<file path="config.mk">
export PLATFORM = sky130hd
export DESIGN_NAME = disp_timing_gen
export DESIGN_NICKNAME = d
export VERILOG_FILES = /design/src/rtl/disp_timing_gen.sv
export SDC_FILE = /design/constraint.sdc
export NUM_CORES = 1
export LEC_CHECK = 0
export BUFFER_PORTS_ARGS = -buffer_cell sky130_fd_sc_hd__buf_2
export CORE_MARGIN = 2
export CORE_UTILIZATION = 50
export CTS_CLUSTER_SIZE = 24
export DETAILED_ROUTE_END_ITERATION = 6
export PLACE_DENSITY_LB_ADDON = 0.1
export SYNTH_ARGS = -nofsm -noshare
export SYNTH_HDL_FRONTEND = slang
export SYNTH_SLANG_ARGS = --single-unit
</file>
<file path="constraint.sdc">
create_clock -name clk -period 22.5 [get_ports clk]
set_clock_uncertainty 0.15 [all_clocks]
set_input_delay 0 -clock clk [delete_from_list [all_inputs] [get_ports clk]]
set_output_delay 0 -clock clk [all_outputs]
set_load 0.01 [all_outputs]
</file>
<file path="src/rtl/disp_timing_gen.sv">
module disp_timing_gen #(
  parameter int CNT_W = 12,
  parameter int DIV_W = 8,
  localparam int PW = CNT_W + 3
)(
  input  logic          clk,
  input  logic          rst_n,
  input  logic          reg_we,
  input  logic [3:0]    reg_addr,
  input  logic [31:0]   reg_wdata,
  output logic [31:0]   reg_rdata,
  output logic          pix_ce,
  output logic          hsync,
  output logic          vsync,
  output logic          de,
  output logic [PW-1:0] pos_x,
  output logic [PW-1:0] pos_y,
  output logic          irq
);
  localparam logic [3:0] A_CTRL = 4'd0, A_HTIM = 4'd1, A_HSW = 4'd2, A_VTIM = 4'd3,
                         A_VSW = 4'd4, A_SIZE = 4'd5, A_DIV = 4'd6, A_IRQC = 4'd7,
                         A_STAT = 4'd8, A_LCMP = 4'd9;
  localparam logic [PW-1:0] ONE = PW'(1);

  logic             en_q, gie_q, fie_q;
  logic [1:0]       fsel_q;
  logic [CNT_W-1:0] hfp_q, hbp_q, hsw_q, hact_q;
  logic [CNT_W-1:0] vfp_q, vbp_q, vsw_q, vact_q, lcmp_q;
  logic [DIV_W-1:0] div_q, div_lim, divcnt;
  logic [PW-1:0]    hcnt, vcnt, h_nx, v_nx, ftarget;
  logic [PW-1:0]    h_ae, h_ss, h_se, h_tot, v_ae, v_ss, v_se, v_tot;
  logic             fpend_q, lpend_q, en_nx, line_end, new_line, fset, lset;

  always_ff @(posedge clk) begin
    if (!rst_n) begin
      en_q <= 1'b0; gie_q <= 1'b0; fie_q <= 1'b0; fsel_q <= '0;
      hfp_q <= '0; hbp_q <= '0; hsw_q <= '0; hact_q <= '0;
      vfp_q <= '0; vbp_q <= '0; vsw_q <= '0; vact_q <= '0;
      lcmp_q <= '0; div_q <= '0;
    end else if (reg_we) begin
      case (reg_addr)
        A_CTRL: en_q <= reg_wdata[0];
        A_HTIM: begin hfp_q <= reg_wdata[CNT_W-1:0]; hbp_q <= reg_wdata[16 +: CNT_W]; end
        A_HSW:  hsw_q <= reg_wdata[CNT_W-1:0];
        A_VTIM: begin vfp_q <= reg_wdata[CNT_W-1:0]; vbp_q <= reg_wdata[16 +: CNT_W]; end
        A_VSW:  vsw_q <= reg_wdata[CNT_W-1:0];
        A_SIZE: begin hact_q <= reg_wdata[CNT_W-1:0]; vact_q <= reg_wdata[16 +: CNT_W]; end
        A_DIV:  div_q <= reg_wdata[DIV_W-1:0];
        A_IRQC: begin gie_q <= reg_wdata[0]; fie_q <= reg_wdata[1]; fsel_q <= reg_wdata[3:2]; end
        A_LCMP: lcmp_q <= reg_wdata[CNT_W-1:0];
        default: ;
      endcase
    end
  end

  always_comb begin
    reg_rdata = '0;
    case (reg_addr)
      A_CTRL: reg_rdata[0] = en_q;
      A_HTIM: begin reg_rdata[CNT_W-1:0] = hfp_q; reg_rdata[16 +: CNT_W] = hbp_q; end
      A_HSW:  reg_rdata[CNT_W-1:0] = hsw_q;
      A_VTIM: begin reg_rdata[CNT_W-1:0] = vfp_q; reg_rdata[16 +: CNT_W] = vbp_q; end
      A_VSW:  reg_rdata[CNT_W-1:0] = vsw_q;
      A_SIZE: begin reg_rdata[CNT_W-1:0] = hact_q; reg_rdata[16 +: CNT_W] = vact_q; end
      A_DIV:  reg_rdata[DIV_W-1:0] = div_q;
      A_IRQC: reg_rdata[3:0] = {fsel_q, fie_q, gie_q};
      A_STAT: reg_rdata[1:0] = {lpend_q, fpend_q};
      A_LCMP: reg_rdata[CNT_W-1:0] = lcmp_q;
      default: ;
    endcase
  end

  assign h_ae  = PW'(hact_q) + ONE;
  assign h_ss  = h_ae + PW'(hfp_q) + ONE;
  assign h_se  = h_ss + PW'(hsw_q) + ONE;
  assign h_tot = h_se + PW'(hbp_q) + ONE;
  assign v_ae  = PW'(vact_q) + ONE;
  assign v_ss  = v_ae + PW'(vfp_q) + ONE;
  assign v_se  = v_ss + PW'(vsw_q) + ONE;
  assign v_tot = v_se + PW'(vbp_q) + ONE;

  assign div_lim  = (div_q == '1) ? div_q - DIV_W'(1) : div_q;
  assign pix_ce   = en_q && (divcnt >= div_lim);
  assign en_nx    = (reg_we && reg_addr == A_CTRL) ? reg_wdata[0] : en_q;
  assign line_end = (hcnt >= h_tot - ONE);
  assign h_nx     = line_end ? '0 : hcnt + ONE;
  assign v_nx     = (vcnt >= v_tot - ONE) ? '0 : vcnt + ONE;
  assign new_line = pix_ce && line_end;

  always_ff @(posedge clk) begin
    if (!rst_n || !en_nx || !en_q) begin
      divcnt <= '0; hcnt <= '0; vcnt <= '0;
    end else begin
      divcnt <= pix_ce ? '0 : divcnt + DIV_W'(1);
      if (pix_ce) begin
        hcnt <= h_nx;
        if (line_end) vcnt <= v_nx;
      end
    end
  end

  always_comb begin
    case (fsel_q)
      2'd0: ftarget = v_ss;
      2'd1: ftarget = v_se;
      2'd2: ftarget = '0;
      default: ftarget = v_ae;
    endcase
  end

  assign fset = new_line && (v_nx == ftarget) && gie_q && fie_q;
  assign lset = new_line && (v_nx == PW'(lcmp_q));

  always_ff @(posedge clk) begin
    if (!rst_n) begin
      fpend_q <= 1'b0; lpend_q <= 1'b0;
    end else begin
      fpend_q <= fset | (fpend_q & ~(reg_we && reg_addr == A_STAT && reg_wdata[0]));
      lpend_q <= lset | (lpend_q & ~(reg_we && reg_addr == A_STAT && reg_wdata[1]));
    end
  end

  assign pos_x = hcnt;
  assign pos_y = vcnt;
  assign hsync = en_q && (hcnt >= h_ss) && (hcnt < h_se);
  assign vsync = en_q && (vcnt >= v_ss) && (vcnt < v_se);
  assign de    = en_q && (hcnt < h_ae) && (vcnt < v_ae);
  assign irq   = fpend_q;
endmodule

</file>
==> parameters.txt, run 1 <==
Parameter                              Value

Synthesis
  Area of the mapped netlist    15100 um^2
  Post-synth EDFFs    0
  Proportion of register bits with asynchronous set or reset after synthesis    0
  Largest family of logic cells by synthesized area    compound AO/OA/AOI/OAI gates
  Gate count after technology mapping    1964
  Mux cell area share after synthesis    0.0143
  Flop and latch count out of synthesis    161
  Fraction of the mapped netlist area in simple logic gates    0.219
  Mean area per synthesized cell    7.68 um^2
  Top_reg_cell synth    sky130_fd_sc_hd__dfxtp_1
  Adder-Cell Fraction of Synth Area    0.173
  Area share of xor/xnor cells in the synthesized design    0.0714
  Complex-gate fraction of the synthesized area    0.243
  Yosys warning total    0
  Number of library cell types mapped by synthesis    95
  Share of synthesized area occupied by flip-flops and latches    0.214

Power and ir drop
  Worst IR drop on VDD    0.0000560 V
  PwrDens    40.3 nW/um^2
  Static power due to leakage    6.98 nW

Clocking
  Number of buffers on the longest clock path    2
  Clock tree root driver cell    sky130_fd_sc_hd__clkbuf_16
  Number of buffers inserted during clock tree synthesis    17
  Number of buffers inserted by post-CTS setup repair    0
  H-tree levels    4
  CTS tree    built
  TritonCTS sink count    161
  Latest clock arrival within the worst-skew pair    470 ps
  Clock transition at the register clock pins on the worst setup and hold paths after CTS    80 ps

Run
  Maximum Capacitance Violations    0

Floorplan
  Floorplan core area    29600 um^2
  DIE HEIGHT    178 um
  Die outline area    31600 um^2
  Die boundary width    178 um
  Initial standard-cell utilization of the core    0.509
  Total I/O pin count    106
  Row cnt    63

Setup path
  Worst Setup Path Type    flop to flop
  Element type at the critical path start    flop
  CP most frequent cell    sky130_fd_sc_hd__ha_1
  Nature of the critical path endpoint    flop
  Critical-path maximum fanout    30
  Critical path data arrival time    9720 ps
  Required time at the endpoint of the critical path    22750 ps
  Crit path max-delay cell type    sky130_fd_sc_hd__nor4_2
  Critical path's largest stage delay    750 ps

Finish
  Non-filler instance count after layout    2436
  Layout cell share with drive strength beyond 1    0.0885
  Area growth from synthesis to final layout    10.2%
  Commonest non-fill, non-tap cell in the layout    sky130_fd_sc_hd__nand2_1
  Leading cell types in the layout, fill and taps excluded    sky130_fd_sc_hd__nand2_1, sky130_fd_sc_hd__ha_1, sky130_fd_sc_hd__dfxtp_1
  Count of inserted antenna diode cells    0
  Number of nets in the finished design    2277

Hold path
  Class of the tightest hold or removal check    input port to flop

Timing
  RSZ-0062 raised after global routing    false
  Share of the clock period used by the worst path after layout    0.421
  Sum Neg Setup Slack    0 ps
  Hold violation count in the final report    0
  Upper clock frequency limit    0.106 GHz
  Slew at the pin closest to its max-slew limit    1140 ps
  Worst slew margin relative to its limit    0.236
  Max-slew violations    0
  Worst hold slack across all endpoints    24.9 ps
  Tmin final    9470 ps
  Final Setup Violations    0

Placed design
  Detailed placement HPWL    37500 um
  Global placer's final weighted congestion    0.925
  Cell count after placement    2375
  I/O Buffers    89

Route
  Residual DRC    0
  First-pass DRT Iterations    5
  Total number of vias    14700
  Per-cell via count in the routed design    6.03
  Routed wirelength normalized by instance count    20.4 um
  Post-Route WL    49700 um
  Final antenna-violating net count    0
  Detailed Route Iter0 Violations    1332

Outcome
  Status    finished, final reports clean

Global route
  Overall routing resource usage    0.315
  Initial antenna violation count    0
  Remaining global-route overflow    0
  Largest net degree at the start of global routing    106
  Global-route wire length before repair    75900 um
  Number of global-route vias before repair    13400
-- state kept, by name (all words and copies together), names as in the netlist --
name     flops
pos_x       15
pos_y       15
hact_q      12
hbp_q       12
hfp_q       12
hsw_q       12
lcmp_q      12
vact_q      12
vbp_q       12
vfp_q       12
vsw_q       12
div_q        8
divcnt       8
fsel_q       2
en_q         1
fie_q        1
gie_q        1
irq          1
lpend_q      1
-- synthesized netlist by cell type, types with 17 or more instances --
| cell type | n | area, um^2 |
|---|---|---|
| sky130_fd_sc_hd__nor2b_1 | 19 | 119 |
| sky130_fd_sc_hd__nand2_1 | 303 | 1140 |
| sky130_fd_sc_hd__nand3_1 | 74 | 370 |
| sky130_fd_sc_hd__o21a_1 | 28 | 210 |
| sky130_fd_sc_hd__o21ai_0 | 63 | 315 |
| sky130_fd_sc_hd__xor2_1 | 53 | 464 |
| sky130_fd_sc_hd__and3_1 | 22 | 138 |
| sky130_fd_sc_hd__nand4_1 | 22 | 138 |
| sky130_fd_sc_hd__dfxtp_1 | 161 | 3220 |
| sky130_fd_sc_hd__nor3_1 | 43 | 215 |
| sky130_fd_sc_hd__mux2i_1 | 17 | 170 |
| sky130_fd_sc_hd__clkbuf_1 | 69 | 259 |
| sky130_fd_sc_hd__nor2_1 | 114 | 428 |
| sky130_fd_sc_hd__ha_1 | 199 | 2490 |
| sky130_fd_sc_hd__xnor2_1 | 70 | 613 |
| sky130_fd_sc_hd__a21o_1 | 32 | 240 |
| sky130_fd_sc_hd__inv_1 | 141 | 529 |
| sky130_fd_sc_hd__a21oi_1 | 83 | 415 |
| sky130_fd_sc_hd__a21boi_0 | 120 | 901 |
| sky130_fd_sc_hd__a222oi_1 | 17 | 170 |
| sky130_fd_sc_hd__a22oi_1 | 33 | 248 |
| sky130_fd_sc_hd__nand2b_1 | 28 | 175 |
-- repair_timing --
item	CTS	global route
endpoints found under the hold margin	122	0
gates resized for setup	0	0
hold buffers	29	0
endpoints found under the setup margin	0	0
-- critical path, delay by kind of cell, from the launching register on --
| family | cells | cell delay, ps |
|---|---|---|
| XOR/XNOR | 4 | 1370 |
| adder cells (fa/ha/maj) | 5 | 1870 |
| buffers and inverters | 3 | 540 |
| flip-flops | 1 | 660 |
| AO/OA/AOI/OAI | 13 | 3520 |
| AND/OR/NAND/NOR | 5 | 1250 |
-- power breakdown --
| group | total [mW] | switching, mW | internal [mW] |
|---|---|---|---|
| logic | 0.0757 | 0.0461 | 0.0295 |
| registers | 0.292 | 0.00418 | 0.287 |
| clock network | 0.303 | 0.153 | 0.149 |
| total | 0.670 | 0.204 | 0.466 |
-- cells by family after synthesis --
| kind of cell | after synthesis |
|---|---|
| multiplexers | 21 |
| AND/OR/NAND/NOR | 704 |
| flip-flops | 161 |
| AO/OA/AOI/OAI | 514 |
| other | 1 |
| buffers and inverters | 235 |
| adder cells (fa/ha/maj) | 205 |
| XOR/XNOR | 123 |
-- path summary, 6_finish.rpt --
check                                       startpoint                    to  slack [ps]  cells past startpoint
worst max-delay path            vact_q[0]$_SDFFE_PN0P_    lpend_q$_SDFF_PN0_       13030                     30
worst min-delay path                       reg_addr[3]     en_q$_SDFFE_PN0P_          20                      5
worst max register to register  vact_q[0]$_SDFFE_PN0P_    lpend_q$_SDFF_PN0_       13030                     30
worst min register to register    divcnt[0]$_SDFF_PP0_  divcnt[0]$_SDFF_PP0_         310                      1
-- final cells by class --
class / instances / area (um^2)
fillers: 2821 / 13000
multi-input cells: 1575 / 10900
flip-flops and latches: 161 / 3220
repair buffers: 134 / 856
inverters: 144 / 546
well taps: 390 / 488
clock buffers: 17 / 425
clock inverters: 15 / 166
-- through the flow --
step	util	setup slack [ps]	power [mW]	area, um^2
after floorplan	-	15420	0.346	15100
after global placement	0.531	13540	0.367	15700
after detailed placement	0.531	13400	0.368	15700
after CTS	0.561	13300	0.671	16600
after global routing	0.561	12640	0.690	16600
final	0.561	13030	0.670	16600
-- metal layers --
layer | global-route usage | part of all wire | up-vias
li1 | - | - | 7131
met1 | 0.447 | 0.47 | 6929
met2 | 0.477 | 0.43 | 526
met3 | 0.0407 | 0.067 | 91
met4 | 0.130 | 0.035 | 0
met5 | 0 | 0 | -
Note: power is estimated with default switching activity, not from simulation.
==> run 2: changes to the inputs <==
==> constraint.sdc (replaced) <==
create_clock -name clk -period 8.44 [get_ports clk]
set_clock_uncertainty 0.15 [all_clocks]
set_input_delay 0 -clock clk [delete_from_list [all_inputs] [get_ports clk]]
set_output_delay 0 -clock clk [all_outputs]
set_load 0.01 [all_outputs]
==> parameters.txt, run 2 (synthesis gave the netlist of run 1 again) <==
Parameter                              Value

Outcome
  Status    finished, final reports clean

Floorplan
  Initial standard-cell utilization of the core    0.509
  DIE HEIGHT    178 um
  Die boundary width    178 um
  Row cnt    63
  Floorplan core area    29600 um^2
  Die outline area    31600 um^2
  Total I/O pin count    106

Clocking
  CTS tree    built
  Number of buffers on the longest clock path    2
  Latest clock arrival within the worst-skew pair    470 ps
  H-tree levels    4
  Clock tree root driver cell    sky130_fd_sc_hd__clkbuf_16
  Clock transition at the register clock pins on the worst setup and hold paths after CTS    80 ps
  TritonCTS sink count    161
  Number of buffers inserted during clock tree synthesis    17

Route
  Residual DRC    0
  First-pass DRT Iterations    6
  Detailed Route Iter0 Violations    1352
  Final antenna-violating net count    0
  Total number of vias    14900
  Per-cell via count in the routed design    6.08
  Routed wirelength normalized by instance count    20.7 um
  Post-Route WL    50800 um

Finish
  Layout cell share with drive strength beyond 1    0.101
  Core Util, Final    0.568
  Leading cell types in the layout, fill and taps excluded    sky130_fd_sc_hd__nand2_1, sky130_fd_sc_hd__ha_1, sky130_fd_sc_hd__dfxtp_1
  Commonest non-fill, non-tap cell in the layout    sky130_fd_sc_hd__nand2_1
  Area growth from synthesis to final layout    11.6%
  Count of inserted antenna diode cells    0
  Number of nets in the finished design    2297
  Number of filler cells placed in the layout    2832

Power and ir drop
  Part of the power in the clock network    0.456
  Static power due to leakage    7.10 nW
  Design internal power    1.27 mW
  Worst IR drop on VDD    0.000154 V
  Switching part of the total    0.296
  Share of total power in combinational logic    0.115
  PwrDens    108 nW/um^2
  Register share of total power    0.429
  Switching power summed over all nets    0.537 mW

Setup path
  Critical-path maximum fanout    10
  Critical path's largest stage delay    560 ps
  Required time at the endpoint of the critical path    8670 ps
  Buffers & Inverters on Critical Path    3
  Element type at the critical path start    flop
  Top delay family on crit path    simple AND/OR/NAND/NOR gates
  Critical path data arrival time    8150 ps
  Worst Setup Path Type    flop to flop
  Nature of the critical path endpoint    flop
  CP most frequent cell    sky130_fd_sc_hd__ha_1
  Crit path max-delay cell type    sky130_fd_sc_hd__or4_1

Placed design
  I/O Buffers    89
  Global placer's final weighted congestion    0.929
  Detailed placement HPWL    39000 um

Global route
  Overall routing resource usage    0.324
  Initial antenna violation count    0
  Global-route wire length before repair    78100 um
  Number of global-route vias before repair    13900
  Largest net degree at the start of global routing    94
  Remaining global-route overflow    0

Timing
  Hold violation count in the final report    0
  RSZ-0062 raised after global routing    false
  Sum Neg Setup Slack    0 ps
  Max-slew violations    0
  Slew at the pin closest to its max-slew limit    1120 ps
  Final Setup Violations    0
  Upper clock frequency limit    0.126 GHz
  Share of the clock period used by the worst path after layout    0.938
  Worst slew margin relative to its limit    0.255
  Tmin final    7920 ps

Run
  Maximum Capacitance Violations    0

Hold path
  Class of the tightest hold or removal check    input port to flop
run 2: changes by cell type in the layout (fill, tap and decap cells not counted), sizes merged:
cell,previous run,this run
buf,105,126
bufinv,0,1
clkinv,8,7
dlygate4sd3,29,28
run 2: what timing repair did:
| item | in CTS | in global routing |
|---|---|---|
| hold buffers | 28 | 0 |
| resized for setup | 0 | 7 |
| buffers inserted | 0 | 0 |
| endpoints found under the hold margin | 123 | 0 |
| setup endpoints to repair | 0 | 2 |
run 2: worst paths after layout:
kind	from	slack, ps	end	depth (start not counted)
max reg2reg	vact_q[1]$_SDFFE_PN0P_	520	irq$_SDFF_PN0_	32
min reg2reg	divcnt[0]$_SDFF_PP0_	310	divcnt[0]$_SDFF_PP0_	1
max	vact_q[1]$_SDFFE_PN0P_	520	irq$_SDFF_PN0_	32
min	reg_addr[2]	20	en_q$_SDFFE_PN0P_	5
run 2: worst reg2reg max path, delay by kind of cell, from the launching register on:
kind	cells	cell delay (ps)
xor gates and xnor gates	4	880
DFF	1	400
AOI/OAI and AO/OA	9	1880
adders and majority gates	5	1650
buffers and inverters	3	460
and+or+nand+nor	11	2410
run 2: power groups by stage:
stage          sequential [mW]  clock, mW  combinational (mW)
2_1_floorplan            0.790          0               0.134
3_3_place_gp             0.795          0               0.189
3_5_place_dp             0.795          0               0.193
4_1_cts                  0.777      0.833               0.204
5_1_grt                  0.778      0.864               0.228
6_report                 0.778      0.825               0.209
run 2: layer usage:
layer / wire [um] / vias up / GRT usage / share of wire
met5: 0 / - / 0 / 0
met4: 1480 / 0 / 0.109 / 0.029
met3: 4290 / 86 / 0.0585 / 0.084
met2: 22100 / 622 / 0.498 / 0.44
met1: 22900 / 7067 / 0.454 / 0.45
li1: - / 7159 / - / -
run 2: cell type report:
class | count | area [um^2] | share of cell area
clock buffer | 17 | 425 | 0.0253
clock inverter | 15 | 189 | 0.0112
inverter | 144 | 546 | 0.0324
multi-input combinational | 1575 | 11000 | 0.651
sequential | 161 | 3220 | 0.191
tap | 390 | 488 | 0.0290
timing repair buffer | 154 | 1000 | 0.0596
run 2: stage by stage:
stage,total power [mW],area (um^2),setup WS (ps),std cells,hold slack [ps]
final,1.81,16800,521,2456,22.0
after global routing,1.87,16800,50.6,2456,52.9
after CTS,1.81,16800,481,2456,10.6
after detailed placement,0.988,15900,528,2396,139
after global placement,0.984,15900,634,2396,136
after floorplan,0.923,15100,1360,1971,-5.08
